File: config.mk
export PLATFORM = sky130hd
export DESIGN_NAME = jit_pwm_timer
export DESIGN_NICKNAME = d
export VERILOG_FILES = /design/src/rtl/jit_pwm_pkg.sv /design/src/rtl/jit_pwm_sync.sv /design/src/rtl/jit_pwm_ramp.sv /design/src/rtl/jit_pwm_core.sv /design/src/rtl/jit_pwm_timer.sv
export SDC_FILE = /design/constraint.sdc
export NUM_CORES = 1
export LEC_CHECK = 0
export ABC_AREA = 1
export CORE_MARGIN = 5
export CORE_UTILIZATION = 31
export DETAILED_ROUTE_END_ITERATION = 10
export GPL_TIMING_DRIVEN = 0
export HOLD_SLACK_MARGIN = 0.1
export PLACE_DENSITY = 0.54
export SYNTH_ARGS = -nofsm -noshare
export SYNTH_HDL_FRONTEND = slang
export SYNTH_SLANG_ARGS = --single-unit
File: constraint.sdc
create_clock -name clk_i -period 9.55 [get_ports clk_i]
set_input_delay 1.91 -clock clk_i [delete_from_list [all_inputs] [get_ports clk_i]]
set_output_delay 1.91 -clock clk_i [all_outputs]
set_load 0.01 [all_outputs]
File: src/rtl/jit_pwm_pkg.sv
package jit_pwm_pkg;
  typedef enum logic {VAR_LO = 1'b0, VAR_HI = 1'b1} variant_e;

  function automatic int ceil_div(input int a, input int b);
    return (a + b - 1) / b;
  endfunction

  function automatic int max2(input int a, input int b);
    return (a > b) ? a : b;
  endfunction
endpackage

File: src/rtl/jit_pwm_sync.sv
module jit_pwm_sync #(
  parameter int STAGES = 2
) (
  input  logic clk_i,
  input  logic rst_ni,
  input  logic d_i,
  output logic q_o
);
  logic [STAGES-1:0] sh_q;

  always_ff @(posedge clk_i or negedge rst_ni) begin
    if (!rst_ni) sh_q <= '0;
    else         sh_q <= {sh_q[STAGES-2:0], d_i};
  end

  assign q_o = sh_q[STAGES-1];
endmodule

File: src/rtl/jit_pwm_ramp.sv
module jit_pwm_ramp
  import jit_pwm_pkg::*;
#(
  parameter int CW      = 12,
  parameter int PER_LO  = 1666,
  parameter int PER_HI  = 869,
  parameter int DEV_LO  = 111,
  parameter int DEV_HI  = 60,
  parameter int STEP_LO = 2,
  parameter int STEP_HI = 1
) (
  input  logic          clk_i,
  input  logic          rst_ni,
  input  logic          clr_i,
  input  logic          step_i,
  input  logic          sel_hi_i,
  output logic [CW-1:0] period_o
);
  localparam int DEV_MAX = max2(DEV_LO, DEV_HI);
  localparam logic signed [CW:0] DEV_MAX_S = (CW+1)'(DEV_MAX);

  variant_e          var_sel;
  logic signed [CW:0] off_q, dev_s, stp_s, sum_up, sum_dn, sum;
  logic              up_q;
  logic [CW-1:0]     nom;

  always_comb begin
    var_sel = variant_e'(sel_hi_i);
    if (var_sel == VAR_HI) begin
      nom   = CW'(PER_HI);
      dev_s = (CW+1)'(DEV_HI);
      stp_s = (CW+1)'(STEP_HI);
    end else begin
      nom   = CW'(PER_LO);
      dev_s = (CW+1)'(DEV_LO);
      stp_s = (CW+1)'(STEP_LO);
    end
    sum_up   = off_q + stp_s;
    sum_dn   = off_q - stp_s;
    sum      = $signed({1'b0, nom}) + off_q;
    period_o = CW'(sum);
  end

  always_ff @(posedge clk_i or negedge rst_ni) begin
    if (!rst_ni) begin
      off_q <= '0;
      up_q  <= 1'b1;
    end else if (clr_i) begin
      off_q <= '0;
      up_q  <= 1'b1;
    end else if (step_i) begin
      if (up_q) begin
        if (sum_up >= dev_s) begin
          off_q <= dev_s;
          up_q  <= 1'b0;
        end else begin
          off_q <= sum_up;
        end
      end else begin
        if (sum_dn <= -dev_s) begin
          off_q <= -dev_s;
          up_q  <= 1'b1;
        end else begin
          off_q <= sum_dn;
        end
      end
    end
  end

  AST_RAMP_BOUND: assert property (@(posedge clk_i) disable iff (!rst_ni)
    (off_q <= DEV_MAX_S) && (off_q >= -DEV_MAX_S));
  AST_RAMP_HOLD: assert property (@(posedge clk_i) disable iff (!rst_ni)
    (!step_i && !clr_i) |=> $stable(off_q));
endmodule

File: src/rtl/jit_pwm_core.sv
module jit_pwm_core #(
  parameter int CW       = 12,
  parameter int QUAL     = 40,
  parameter int DUTY_PCT = 80
) (
  input  logic          clk_i,
  input  logic          rst_ni,
  input  logic          en_i,
  input  logic          burst_i,
  input  logic          trip_i,
  input  logic [CW-1:0] period_i,
  output logic          gate_o,
  output logic          start_o,
  output logic          step_o
);
  localparam int PW = CW + 8;
  localparam logic [CW-1:0] QUAL_C = CW'(QUAL);

  logic          run_q, gate_q, start_q;
  logic [CW-1:0] cnt_q, per_q, dlim_q, dlim_nxt;
  logic [PW-1:0] prod;
  logic          last, launch, trip_ok, duty_end;

  always_comb begin
    prod     = {8'b0, period_i} * PW'(DUTY_PCT);
    dlim_nxt = CW'(prod / PW'(100));
    last     = run_q && (cnt_q == per_q - CW'(1));
    launch   = en_i && !burst_i && (!run_q || last);
    trip_ok  = trip_i && (cnt_q >= QUAL_C);
    duty_end = (cnt_q + CW'(1)) >= dlim_q;
  end

  always_ff @(posedge clk_i or negedge rst_ni) begin
    if (!rst_ni) begin
      run_q <= 1'b0; gate_q <= 1'b0; start_q <= 1'b0;
      cnt_q <= '0; per_q <= '0; dlim_q <= '0;
    end else if (!en_i) begin
      run_q <= 1'b0; gate_q <= 1'b0; start_q <= 1'b0;
      cnt_q <= '0;
    end else if (launch) begin
      run_q   <= 1'b1;
      gate_q  <= 1'b1;
      start_q <= 1'b1;
      cnt_q   <= '0;
      per_q   <= period_i;
      dlim_q  <= dlim_nxt;
    end else if (last) begin
      run_q <= 1'b0; gate_q <= 1'b0; start_q <= 1'b0;
      cnt_q <= '0;
    end else begin
      start_q <= 1'b0;
      if (run_q) begin
        cnt_q <= cnt_q + CW'(1);
        if (gate_q && (trip_ok || duty_end)) gate_q <= 1'b0;
      end
    end
  end

  assign gate_o  = gate_q;
  assign start_o = start_q;
  assign step_o  = launch;

  AST_DISABLE_GATE_LOW: assert property (@(posedge clk_i) disable iff (!rst_ni)
    !en_i |=> !gate_q);
  AST_BURST_NO_START: assert property (@(posedge clk_i) disable iff (!rst_ni)
    burst_i |=> !start_q);
  AST_START_WITH_GATE: assert property (@(posedge clk_i) disable iff (!rst_ni)
    start_q |-> gate_q);
  AST_START_SINGLE: assert property (@(posedge clk_i) disable iff (!rst_ni)
    start_q |=> !start_q);
  AST_DUTY_CAP: assert property (@(posedge clk_i) disable iff (!rst_ni)
    gate_q |-> (cnt_q < dlim_q));
  AST_MIN_ON: assert property (@(posedge clk_i) disable iff (!rst_ni)
    ($fell(gate_q) && $past(en_i)) |-> ($past(cnt_q) >= QUAL_C));
endmodule

File: src/rtl/jit_pwm_timer.sv
module jit_pwm_timer
  import jit_pwm_pkg::*;
#(
  parameter int CLK_HZ      = 100_000_000,
  parameter int F_LO_HZ     = 60_000,
  parameter int F_HI_HZ     = 115_000,
  parameter int FD_LO_HZ    = 4_000,
  parameter int FD_HI_HZ    = 8_000,
  parameter int SWEEP_HZ    = 250,
  parameter int DUTY_PCT    = 80,
  parameter int BLANK_NS    = 300,
  parameter int MIN_ON_NS   = 400,
  parameter int SYNC_STAGES = 2
) (
  input  logic clk_i,
  input  logic rst_ni,
  input  logic en_i,
  input  logic trip_i,
  input  logic sel_hi_i,
  input  logic burst_i,
  output logic gate_o,
  output logic start_o,
  output logic off_o
);
  localparam int PER_LO  = CLK_HZ / F_LO_HZ;
  localparam int PER_HI  = CLK_HZ / F_HI_HZ;
  localparam int DEV_LO  = (CLK_HZ / (F_LO_HZ - FD_LO_HZ) - CLK_HZ / (F_LO_HZ + FD_LO_HZ)) / 2;
  localparam int DEV_HI  = (CLK_HZ / (F_HI_HZ - FD_HI_HZ) - CLK_HZ / (F_HI_HZ + FD_HI_HZ)) / 2;
  localparam int STEP_LO = max2(1, ceil_div(4 * DEV_LO, F_LO_HZ / SWEEP_HZ));
  localparam int STEP_HI = max2(1, ceil_div(4 * DEV_HI, F_HI_HZ / SWEEP_HZ));
  localparam int BLANK_C = ceil_div(BLANK_NS * (CLK_HZ / 1000), 1_000_000);
  localparam int MINON_C = ceil_div(MIN_ON_NS * (CLK_HZ / 1000), 1_000_000);
  localparam int QUAL    = max2(BLANK_C, MINON_C);
  localparam int CW      = $clog2(max2(PER_LO + DEV_LO, PER_HI + DEV_HI) + 1);

  logic          trip_s, launch;
  logic [CW-1:0] period;

  jit_pwm_sync #(.STAGES(SYNC_STAGES)) u_sync (
    .clk_i(clk_i), .rst_ni(rst_ni), .d_i(trip_i), .q_o(trip_s)
  );

  jit_pwm_ramp #(
    .CW(CW), .PER_LO(PER_LO), .PER_HI(PER_HI), .DEV_LO(DEV_LO),
    .DEV_HI(DEV_HI), .STEP_LO(STEP_LO), .STEP_HI(STEP_HI)
  ) u_ramp (
    .clk_i(clk_i), .rst_ni(rst_ni), .clr_i(!en_i), .step_i(launch),
    .sel_hi_i(sel_hi_i), .period_o(period)
  );

  jit_pwm_core #(.CW(CW), .QUAL(QUAL), .DUTY_PCT(DUTY_PCT)) u_core (
    .clk_i(clk_i), .rst_ni(rst_ni), .en_i(en_i), .burst_i(burst_i),
    .trip_i(trip_s), .period_i(period), .gate_o(gate_o),
    .start_o(start_o), .step_o(launch)
  );

  assign off_o = ~gate_o;

  AST_OFF_MARKER: assert property (@(posedge clk_i) disable iff (!rst_ni)
    off_o != gate_o);
endmodule

==> flow_metrics.py <==
metrics = {
    "sta": {
        "setup_viol": 0,
        "final_max_slew_viol_count": 0,
        "skew_ns": 0.004767,
        "finalHoldViolations": 0,
        "fmax_mhz": 107.3,
        "tightest_slew_ns": 0.6128,
        "relSlewSlack_pct": 58.09,
        "period_share_pct": 97.62,
        "rsz0062_at_grt": "yes",
        "post-route-min-period_ns": 9.323,
        "holdWs_ns": 0.3673,
    },
    "clocking": {
        "insertion_delay_ns": 0.30,
        "clk_pin_slew_ns": 0.07,
        "cts.sinks": 51,
        "ctsRootBufferMaster": "clkbuf_16",
        "postCtsHoldBufs": 0,
        "cts_tree": "built",
        "cts_made_buffers": 5,
        "h-tree-depth": 2,
        "clockBufferDepth": 2,
    },
    "routing": {
        "vias_per_cell": 4.786,
        "remaining_drc_errors": 0,
        "detail_route.wl_per_cell_um": 12.62,
        "drtIter0Drc": 357,
        "ant_nets": 0,
        "drt_pass1_iterations": 5,
        "vias": 6227,
        "wirelength_um": 16420,
    },
    "logic_synthesis": {
        "yosysMostFrequentCell": "nand2_1",
        "ys_ff_latch": 51,
        "seq_area_frac_synth_pct": 20.04,
        "synth-main-ff-cell": "dfrtp_1",
        "synth_top_area_cell": "dfrtp_1",
        "yosys-top-cells-count": "231 x nand2_1, 148 x inv_1, 88 x nand3_1, 66 x nor2_1",
        "synth_area_per_cell_um2": 6.606,
        "async_reset_ff_share_pct": 100.0,
        "syn_area_um2": 6375,
        "synth_cells": 965,
        "synth-edff-count": 0,
        "syn_nets": 1024,
        "synth_top_area_share_pct": 19.63,
        "ys_types": 52,
        "ys_top_cells_by_area": "dfrtp_1 20%, nand2_1 14%, ha_1 9.8%, inv_1 8.7%, nand3_1 6.9%",
        "yosys_warnings": 0,
    },
    "hold_path": {
        "min-delay-path-class": "reg -> reg",
        "min_from": "u_sync.sh_q[0]$_DFF_PN0_",
        "hold_path_end": "u_sync.sh_q[1]$_DFF_PN0_",
        "holdPathStages": 0,
    },
    "placed_design": {
        "dp_hpwl_um": 12520,
        "io_buffer_count": 8,
        "place.detailed.instances": 1244,
        "gp_congestion": 0.8431,
    },
    "global_route": {
        "met2_usage_pct": 22.64,
        "top_usage_layer": "met2",
        "met3_usage_pct": 1.272,
        "grt_pass1_wl_um": 27240,
        "grt_pass1_vias": 5706,
        "gr-total-overflow": 0,
        "grt_use_met1_pct": 19.00,
        "antenna_found_initial": 0,
        "grt_use_total_pct": 13.42,
        "grt_max_degree": 39,
    },
    "die": {
        "dieArea_um2": 23530,
        "floorplan.io_pins": 9,
        "rows": 52,
        "die-width_um": 153.4,
        "dieHeight_um": 153.4,
        "start_util_pct": 31.51,
        "core_region_area_um2": 20230,
    },
    "worst_setup_path": {
        "crit_arrival_ns": 9.51,
        "cp-end-kind": "register",
        "worst_path_most_repeated_cell": "nand2_4",
        "startpoint_type": "input port",
        "cp_slowest_stage_delay_ns": 0.42,
        "crit_required_ns": 9.74,
        "worstRegToRegCells": 68,
        "crit_fanout": 7,
        "crit_type": "in -> reg",
        "r2r_start": "u_ramp.off_q[2]$_DFFE_PN0P_",
        "rrSetupSlack_ns": 1.46,
        "r2r-end": "u_core.dlim_q[0]$_DFFE_PN0P_",
        "critPathSlowestCell": "fa_2",
    },
    "cells_and_area": {
        "final_cells": 1301,
        "area_delta_synth_final_pct": 28.52,
        "drive_gt1_share_pct": 24.83,
        "layout.nets": 1089,
        "num_antenna_cells": 0,
    },
    "job": {
        "drv_cap": 0,
    },
    "run_status": {
        "status": "finished, final reports clean",
    },
}
worst max path at each step:
stage | from | to | slack, ns | depth (start not counted)
floorplan | sel_hi_i | u_core.dlim_q[0]$_DFFE_PN0P_ | 0.28 | 71
global placement | sel_hi_i | u_core.dlim_q[0]$_DFFE_PN0P_ | -2.45 | 70
detailed placement | sel_hi_i | u_core.dlim_q[0]$_DFFE_PN0P_ | -2.40 | 68
CTS | sel_hi_i | u_core.dlim_q[0]$_DFFE_PN0P_ | 0.001 | 74
global route | sel_hi_i | u_core.dlim_q[0]$_DFFE_PN0P_ | -0.44 | 68
finish | sel_hi_i | u_core.dlim_q[0]$_DFFE_PN0P_ | 0.23 | 72
layer usage:
metal	wire length, µm	part of all wire [%]
met5	0	0
met3	438	2.7
met2	7785	47
met1	8014	49
met4	176	1.1
state kept, by name, summed over array words and instances, names as in the netlist:
register,count
u_ramp.off_q,12
u_core.cnt_q,11
u_core.dlim_q,11
u_core.per_q,11
u_sync.sh_q,2
u_core.gate_o,1
u_core.run_q,1
u_core.start_o,1
u_ramp.up_q,1
metrics by stage:
step / cell area [µm²] / util [%] / setup TNS (ns) / worst slack [ns]
floorplan: 6375 / - / 0 / 0.2837
global placement: 6793 / 33.57 / -6.598 / -2.454
detailed placement: 6808 / 33.64 / -6.398 / -2.398
CTS: 7380 / 36.47 / 0 / 0.001073
global route: 8193 / 40.49 / -0.6884 / -0.4394
finish: 8193 / 40.49 / 0 / 0.2271
layout by cell type, fill, tap and decap left out, types with 37 or more instances in the layout:
master   Yosys  final
buf_4        2     44
nand3_1     88     71
inv_1      148    140
xor2_1      45     40
nand2_2     46     46
ha_1        50     37
nand2_1    231    201
nor2_1      66     61
nand2_4     14     39
dfrtp_1     50     50
o21ai_0     48     47
layout make-up:
type	count	area [µm²]
Clock buffer	6	138.9
Multi-Input combinational cell	743	5196
Tap cell	270	337.8
Inverter	160	611.8
Timing Repair Buffer	58	541.8
Buffer	11	50.05
Sequential cell	51	1277
Clock inverter	2	38.79
Fill cell	2080	12040
logic make-up (layout without fill, tap and decap cells):
family                   count (synthesis)  after routing  synth area share [%]
flip-flops                              51             51                 20.04
adder cells (fa/ha/maj)                 53             53                 10.76
XOR/XNOR                                57             57                 7.831
buffers and inverters                  171            237                 10.25
AND/OR/NAND/NOR                        523            523                 41.16
AO/OA/AOI/OAI                          110            110                 9.971
critical path: cells and delay by family:
kind | cells | cell delay (ns)
AOI/OAI and AO/OA | 2 | 0.14
xor gates and xnor gates | 1 | 0.17
and+or+nand+nor | 54 | 4.90
adders and majority gates | 6 | 1.65
buffers and inverters | 9 | 0.71
what timing repair did:
action,in CTS,in global routing
gates cloned,0,1
resized for setup,53,113
setup buffers,17,31
pin swaps,29,56
setup endpoints to repair,4,3
Power is not shown: default switching activity piles up to over one toggle a cycle in this logic, so the estimate is an artifact.
